[src/rtl/angle_pwm_pkg.sv]
package angle_pwm_pkg;
    localparam int TURN_BITS  = 16;
    localparam int MULTI_BITS = 24;
    localparam int RATIO_BITS = 16;
    localparam int LOG_LO     = 4;
    localparam int LOG_HI     = 12;

    typedef enum logic {MAP_WRAP = 1'b0, MAP_CLAMP = 1'b1} map_mode_e;
endpackage

[src/rtl/tick_divider.sv]
module tick_divider #(
    parameter int RATIO_W = angle_pwm_pkg::RATIO_BITS
) (
    input  logic               clk_i,
    input  logic               rst_i,
    input  logic [RATIO_W-1:0] ratio_i,
    output logic               tick_o
);
    typedef struct packed {
        logic [RATIO_W-1:0] cnt;
        logic               tick;
    } div_state_t;

    div_state_t st_d, st_q;
    logic [RATIO_W-1:0] ratio_eff;
    logic               wrap;

    always_comb begin
        ratio_eff = (ratio_i == '0) ? RATIO_W'(1) : ratio_i;
        wrap      = (st_q.cnt >= ratio_eff - RATIO_W'(1));
        st_d      = st_q;
        st_d.tick = wrap;
        st_d.cnt  = wrap ? '0 : st_q.cnt + RATIO_W'(1);
    end

    always_ff @(posedge clk_i) begin
        if (rst_i) st_q <= '0;
        else       st_q <= st_d;
    end

    assign tick_o = st_q.tick;

    // with a ratio above one, a tick never repeats in the next cycle
    assert_tick_spacing_R8: assert property (@(posedge clk_i) disable iff (rst_i)
        (st_q.tick && ratio_i > RATIO_W'(1)) |=> !st_q.tick);
endmodule

[src/rtl/frame_marker.sv]
module frame_marker #(
    parameter int LOG_MIN = angle_pwm_pkg::LOG_LO,
    parameter int LOG_MAX = angle_pwm_pkg::LOG_HI,
    parameter int LOG_W   = 4
) (
    input  logic             clk_i,
    input  logic             rst_i,
    input  logic             tick_i,
    input  logic [LOG_W-1:0] log_i,
    output logic             sclk_o,
    output logic             frame_o
);
    typedef struct packed {
        logic [LOG_MAX-1:0] cnt;
        logic               sclk;
        logic               frame;
    } frm_state_t;

    frm_state_t         st_d, st_q;
    logic [LOG_W-1:0]   n_eff;
    logic [LOG_MAX-1:0] mask;

    always_comb begin
        if (log_i < LOG_W'(LOG_MIN))      n_eff = LOG_W'(LOG_MIN);
        else if (log_i > LOG_W'(LOG_MAX)) n_eff = LOG_W'(LOG_MAX);
        else                              n_eff = log_i;
        mask       = ~({LOG_MAX{1'b1}} << n_eff);
        st_d       = st_q;
        st_d.sclk  = tick_i;
        st_d.frame = tick_i && ((st_q.cnt & mask) == mask);
        if (tick_i) st_d.cnt = st_q.cnt + LOG_MAX'(1);
    end

    always_ff @(posedge clk_i) begin
        if (rst_i) st_q <= '0;
        else       st_q <= st_d;
    end

    assign sclk_o  = st_q.sclk;
    assign frame_o = st_q.frame;

    // the sample pulse lasts exactly one cycle after each tick
    assert_sclk_follows_tick_R7: assert property (@(posedge clk_i) disable iff (rst_i)
        tick_i |=> st_q.sclk);
endmodule

[src/rtl/dsm_core.sv]
module dsm_core #(
    parameter int ANG_W  = angle_pwm_pkg::TURN_BITS,
    parameter int TURN_W = angle_pwm_pkg::MULTI_BITS
) (
    input  logic              clk_i,
    input  logic              rst_i,
    input  logic              tick_i,
    input  logic [TURN_W-1:0] ang_i,
    input  logic              vld_i,
    input  logic              clamp_i,
    output logic              bit_o
);
    typedef struct packed {
        logic [ANG_W-1:0]  acc;
        logic [TURN_W-1:0] ang;
        logic              bit_v;
    } dsm_state_t;

    dsm_state_t         st_d, st_q;
    logic [TURN_W-1:0]  sel;
    logic               neg, over;
    logic [ANG_W:0]     sum;

    always_comb begin
        sel  = vld_i ? ang_i : st_q.ang;
        neg  = sel[TURN_W-1];
        over = !neg && (|sel[TURN_W-2:ANG_W]);
        sum  = {1'b0, st_q.acc} + {1'b0, sel[ANG_W-1:0]};
        st_d = st_q;
        if (tick_i) begin
            st_d.ang = sel;
            if (clamp_i == angle_pwm_pkg::MAP_CLAMP && neg) begin
                st_d.bit_v = 1'b0;
            end else if (clamp_i == angle_pwm_pkg::MAP_CLAMP && over) begin
                st_d.bit_v = 1'b1;
            end else begin
                st_d.acc   = sum[ANG_W-1:0];
                st_d.bit_v = sum[ANG_W];
            end
        end
    end

    always_ff @(posedge clk_i) begin
        if (rst_i) st_q <= '0;
        else       st_q <= st_d;
    end

    assign bit_o = st_q.bit_v;

    // clamped negative angle forces a low bit
    assert_clamp_low_R4: assert property (@(posedge clk_i) disable iff (rst_i)
        (tick_i && clamp_i && neg) |=> !st_q.bit_v);
    // clamped angle past one turn forces a high bit
    assert_clamp_high_R4: assert property (@(posedge clk_i) disable iff (rst_i)
        (tick_i && clamp_i && over) |=> st_q.bit_v);
    // zero angle from a zero-carry step yields a low bit in wrap mode
    assert_zero_angle_R2: assert property (@(posedge clk_i) disable iff (rst_i)
        (tick_i && !clamp_i && sel[ANG_W-1:0] == '0) |=> !st_q.bit_v);
endmodule

[src/rtl/angle_dsm_pwm.sv]
module angle_dsm_pwm #(
    parameter int ANG_W   = angle_pwm_pkg::TURN_BITS,
    parameter int TURN_W  = angle_pwm_pkg::MULTI_BITS,
    parameter int RATIO_W = angle_pwm_pkg::RATIO_BITS,
    parameter int LOG_MIN = angle_pwm_pkg::LOG_LO,
    parameter int LOG_MAX = angle_pwm_pkg::LOG_HI,
    parameter int LOG_W   = 4
) (
    input  logic               clk_i,
    input  logic               rst_i,
    input  logic [TURN_W-1:0]  ang_i,
    input  logic               ang_vld_i,
    input  logic               clamp_i,
    input  logic [RATIO_W-1:0] div_i,
    input  logic [LOG_W-1:0]   frm_log_i,
    input  logic               idx_i,
    output logic               pwm_p_o,
    output logic               pwm_n_o,
    output logic               idx_o,
    output logic               sclk_o,
    output logic               frame_o
);
    logic tick;
    logic bit_w;

    tick_divider #(.RATIO_W(RATIO_W)) u_div (
        .clk_i   (clk_i),
        .rst_i   (rst_i),
        .ratio_i (div_i),
        .tick_o  (tick)
    );

    dsm_core #(.ANG_W(ANG_W), .TURN_W(TURN_W)) u_dsm (
        .clk_i   (clk_i),
        .rst_i   (rst_i),
        .tick_i  (tick),
        .ang_i   (ang_i),
        .vld_i   (ang_vld_i),
        .clamp_i (clamp_i),
        .bit_o   (bit_w)
    );

    frame_marker #(.LOG_MIN(LOG_MIN), .LOG_MAX(LOG_MAX), .LOG_W(LOG_W)) u_frm (
        .clk_i   (clk_i),
        .rst_i   (rst_i),
        .tick_i  (tick),
        .log_i   (frm_log_i),
        .sclk_o  (sclk_o),
        .frame_o (frame_o)
    );

    assign pwm_p_o = bit_w;
    assign pwm_n_o = ~bit_w;
    assign idx_o   = idx_i;

    // the output bit moves only alongside a sample pulse
    assert_change_on_sclk_R7: assert property (@(posedge clk_i) disable iff (rst_i)
        !$stable(pwm_p_o) |-> sclk_o);
    // a frame strobe always coincides with a sample pulse
    assert_frame_on_sclk_R9: assert property (@(posedge clk_i) disable iff (rst_i)
        frame_o |-> sclk_o);
endmodule

[config.mk]
export PLATFORM = sky130hd
export DESIGN_NAME = angle_dsm_pwm
export DESIGN_NICKNAME = d
export VERILOG_FILES = /design/src/rtl/angle_pwm_pkg.sv /design/src/rtl/tick_divider.sv /design/src/rtl/frame_marker.sv /design/src/rtl/dsm_core.sv /design/src/rtl/angle_dsm_pwm.sv
export SDC_FILE = /design/constraint.sdc
export NUM_CORES = 1
export LEC_CHECK = 0
export BUFFER_PORTS_ARGS = -buffer_cell sky130_fd_sc_hd__buf_4
export CORE_ASPECT_RATIO = 1.75
export CORE_UTILIZATION = 47
export CTS_CLUSTER_DIAMETER = 200
export DETAILED_ROUTE_END_ITERATION = 8
export HOLD_SLACK_MARGIN = 0.12
export PLACE_DENSITY = 0.78
export SYNTH_ARGS = -nofsm -noshare
export SYNTH_HDL_FRONTEND = slang
export SYNTH_SLANG_ARGS = --single-unit
[constraint.sdc]
create_clock -name clk_i -period 5.15 [get_ports clk_i]
set_input_delay 0.515 -clock clk_i [delete_from_list [all_inputs] [get_ports clk_i]]
set_output_delay 0.515 -clock clk_i [all_outputs]
set_load 0.05 [all_outputs]
# == Word-level counts from Yosys, hierarchy flattened ==
# Index checks and enable logic that the tools add are counted.
# word_totals
elab_cells,37
regBits,72
out_inout_bits,5
# classes
n_mux,6
bitwise,5
n_reduce_logical,9
addsub,4
n_shift,1
n_eq_ne,1
magnitude_cmp,3
# ops
op,n
$mux W24,1
$add A16 B16 Y17,1
$add A16 B1 Y16 const B,1
$ge A16 B16 Y1,1
$logic_not A16 Y1,1
$mux W16,1
$sub A16 B1 Y16 const B,1
$add A12 B1 Y12 const B,1
$and A12 B12 Y12,1
$eq A12 B12 Y1,1
$not A12 Y12,1
$shl A12 B4 Y12 const A,1
$mux W4,2
$reduce_or A7 Y1,1
$gt A4 B4 Y1 const B,1
$logic_and A1 B1 Y1,4
$lt A4 B3 Y1 const B,1
$not A1 Y1,3
$reduce_and A3 Y1,1
$mux W1,2
$reduce_or A2 Y1,1
$logic_not A1 Y1,1

# == Logic depth before layout (Yosys ltp) ==
# depth
depth_word,8
depth_mapped,18
mapped_depth_nobuf,17

# == Cells and area by module ==
# From an unflattened synthesis, not the netlist that was laid out.
# hier_totals
cells_unflattened,533
hier_area_um2,4490.6
# by_module_without_submodules
mod,area_per_inst_um2,n_inst,cells_per_inst
dsm_core,2463.6,1,293
tick_divider,1337.5,1,161
frame_marker,678.2,1,77
angle_dsm_pwm,11.3,1,2

# == Worst setup path before layout ==
# OpenSTA, ideal clock, no wires.
# synth_path
path_type,in2reg
startpoint,in div_i[9]
endpoint,reg u_div.st_q[10] (netlist bit)
stages,17
n_path_buf,1
t_arrival_ps,3492
setup_slack_ps,1580
required_time_ps,5072
setup_time_ps,78
path_cell_list,or4_4 > or3_4 > nor3_1 > nor2_1 > ha_1 > and2_1 > nand2_1 > nor4_1 > xnor2_1 > ha_1 > a21o_1 > a21o_1 > a21oi_1 > o21ai_0 > a21o_1 > clkbuf_1 > nor3_1
# synth_between
elab_chain_len,5
# synth_lines
item,line,source
start: declaration,angle_dsm_pwm.sv:14,"input logic [RATIO_W-1:0] div_i,"
$logic_not A16 Y1,tick_divider.sv:19,ratio_eff = (ratio_i == '0) ? RATIO_W'(1) : ratio_i;
$mux W16 *,tick_divider.sv:19,
$sub A16 B1 Y16 *,tick_divider.sv:20,wrap = (st_q.cnt >= ratio_eff - RATIO_W'(1));
$ge A16 B16 Y1 *,tick_divider.sv:20,
$reduce_or A2 Y1 (no line) *,n/a,
end signal: assignment,tick_divider.sv:28,else st_q <= st_d;
end: declaration,tick_divider.sv:14,"div_state_t st_d, st_q;"
# Mark *: on every way between the ends. The rest lies on a longest branch, timed or not.
# A chain may end at the register's enable or synchronous reset.

# == Worst setup path in the final report ==
# layout_path
startpoint,in div_i[1]
endpoint,"reg u_div.st_q, in the netlist u_div.tick_o"
# layout_between
elab_chain_len,4
# layout_lines
item,line
$logic_not A16 Y1,tick_divider.sv:19
$mux W16 *,tick_divider.sv:19
$sub A16 B1 Y16 *,tick_divider.sv:20
$ge A16 B16 Y1 *,tick_divider.sv:20
# Marked as above.

==> results.ini <==
[outcome]
outcome = finished clean

[logic_synthesis]
yosys.area.top_type = dfxtp_1
seq_area_frac_synth = 0.327
syn_nets = 593
async_flop_share = 0
syn_avg_cell_area_um2 = 8.67
ys_warn_count = 0
yosys.area.top_type_share = 0.327
yosys-top-cells-area = dfxtp_1 33%, ha_1 9.9%, mux2i_1 5.7%
synth_seq_cells = 72
synth_cells = 508
synthDistinctLibCells = 55
synth_flop_cell = dfxtp_1
synth_edf_count = 0
syn-cell-area_um2 = 4410

[route]
drc = 0
vias_per_cell = 5.55
drtAntennaViolNets = 0
wl_per_cell_um = 13.9
drt_first_iter_violations = 174
vias = 3749
wirelength_um = 9390
first_pass_iters = 4

[placement]
place_hpwl_um = 6980
place_congestion = 0.777
post_dp_cell_area_um2 = 4850
dpl.cell_count = 660
portBuffers = 51

[clock_network]
post_cts_buffers = 0
cts_buffers = 9
cts_sinks = 72
cts.htree.levels = 3
ctsLongestPathBuffers = 2
cts_resized = 0
cts_tree = yes
clk_latency_ns = 0.34
ctsHoldBuffers = 0
root_buffer = clkbuf_16
cts.clk_slew.worst_paths_ns = 0.06

[setup_path]
crit_path_end_kind = register
regToRegSetupSlack_ns = 2.54
cp-startpoint = div_i[1]
start_kind = input pin
worst-path-max-fanout = 17
worst_r2r_endpoint = u_dsm.st_q[38]
reg2reg_depth = 9
crit_type = input pin to register
crit_arrival_ns = 4.04
cp.required_ns = 5.38
cp-endpoint = u_div.tick_o
r2r-start = u_dsm.st_q[2]

[global_route]
grt_antenna_before_repair = 0
grt_usage = 0.208
grt_pass1_vias = 3678
grt_max_degree = 72
gr-total-overflow = 0
grt_pass1_wl_um = 15600

[timing]
slew_violations = 0
finalHoldViolations = 0
clock.fmax_mhz = 262
finClkSkew_ns = 0.00681
min_period_ns = 3.81
worst-slew-pin-transition_ns = 0.791
relSlewSlack = 0.468
period_share = 0.740
grt_setup_unrepaired = no
fin_tns_setup_ns = 0
setup_viol = 0

[hold_path]
hold_path_class = input pin to register
worstHoldStart = frm_log_i[3]
worst_hold_path.num_cells = 2

[pwr]
leakage_nw = 2.07
ir_worst_vdd_mv = 0.168
p_per_area_nw_per_um2 = 250

[die]
die_area_um2 = 9780
die_h_um = 130
die_w_um = 75.2
pin_count = 54
rows = 46
coreArea_um2 = 9090
start_util = 0.485

[cells_and_area]
area_delta_synth_final_pct = 16.9
multi_input_area_um2 = 2820
nFillCells = 853
register_area_um2 = 1440
fin_area_um2 = 5150
antenna-diode-count = 0
mostFrequentLayoutCells = 72 x dfxtp_1, 59 x nor2_1, 53 x buf_4
final_common_cell = dfxtp_1
final_cells = 676
nets = 636
drive_gt1_frac = 0.165

[run]
drv_cap = 0

-- Yosys cell counts, types with 5 or more instances --
cell and n:
a21o_1 13, a21oi_1 28, and2_1 6, and3_1 5
buf_1 5, clkbuf_1 11, dfxtp_1 72, ha_1 35
inv_1 12, mux2_2 16, mux2i_1 25, nand2_1 34
nand3_1 20, nand4_1 8, nor2_1 59, nor3_1 27
nor4_1 5, o211ai_1 5, o21a_1 5, o21ai_0 15
xnor2_1 25, xor2_1 19
-- layout make-up --
type | count | share of cell area
Clock buffer | 11 | 0.0471
Clock inverter | 5 | 0.0109
Inverter | 12 | 0.00874
Multi-Input combinational cell | 403 | 0.547
Sequential cell | 72 | 0.280
Tap cell | 120 | 0.0291
Timing Repair Buffer | 53 | 0.0772
-- kinds of logic after synthesis --
logic type / synth area share
simple gates: 0.200
compound gates: 0.150
flops: 0.327
xor+xnor: 0.0875
mux: 0.0977
fa+ha+maj: 0.104
buf+inv: 0.0335
-- critical path, stage by stage --
cell,delay (ns)
buf_4,0.12
nor4_1,0.70
nand2_1,0.21
nor3_1,0.28
nor2_1,0.09
ha_1,0.22
and2_1,0.18
nand2_1,0.15
nor4_1,0.08
xnor2_1,0.13
ha_1,0.19
a21o_1,0.16
a21o_1,0.17
a21oi_1,0.13
o21ai_0,0.09
a21o_1,0.35
and2_1,0.25
-- layer usage --
metal	vias to the layer above	global-route usage	wire length [um]
met4	0	0.0980	210
met3	12	0.0425	285
li1	1922	-	-
met2	64	0.394	5120
met5	-	0	0
met1	1751	0.207	3770
-- worst min path at each step --
| stage | endpoint | slack, ns |
|---|---|---|
| final | u_frm.frame_o | 0.40 |
| after global routing | u_frm.frame_o | 0.39 |
| after CTS | u_frm.frame_o | 0.39 |
| after detailed placement | u_dsm.st_q[17] | 0.45 |
| after global placement | u_dsm.st_q[24] | 0.44 |
| after floorplan | u_dsm.st_q[39] | 0.43 |
-- stage by stage --
| step | total power [mW] | utilization | hold slack [ns] | setup slack, ns |
|---|---|---|---|---|
| global route | 1.34 | 0.566 | 0.391 | 1.09 |
| floorplan | 0.640 | - | 0.432 | 1.58 |
| CTS | 1.31 | 0.566 | 0.392 | 1.33 |
| detailed placement | 0.688 | 0.534 | 0.450 | 1.00 |
| finish | 1.29 | 0.566 | 0.403 | 1.34 |
| global placement | 0.682 | 0.534 | 0.442 | 1.18 |
-- report_power, final --
group / switching (mW) / internal, mW
clock network: 0.228 / 0.387
logic: 0.0576 / 0.0556
registers: 0.00266 / 0.559
total: 0.288 / 1.00
-- state kept, by name (all words and copies together), names as in the netlist --
| signal | count |
|---|---|
| u_div.tick_o | 1 |
| u_dsm.bit_o | 1 |
| u_frm.st_q | 12 |
| u_frm.sclk_o | 1 |
| u_div.st_q | 16 |
| u_dsm.st_q | 40 |
| u_frm.frame_o | 1 |
(Power assumes the default switching activity.)
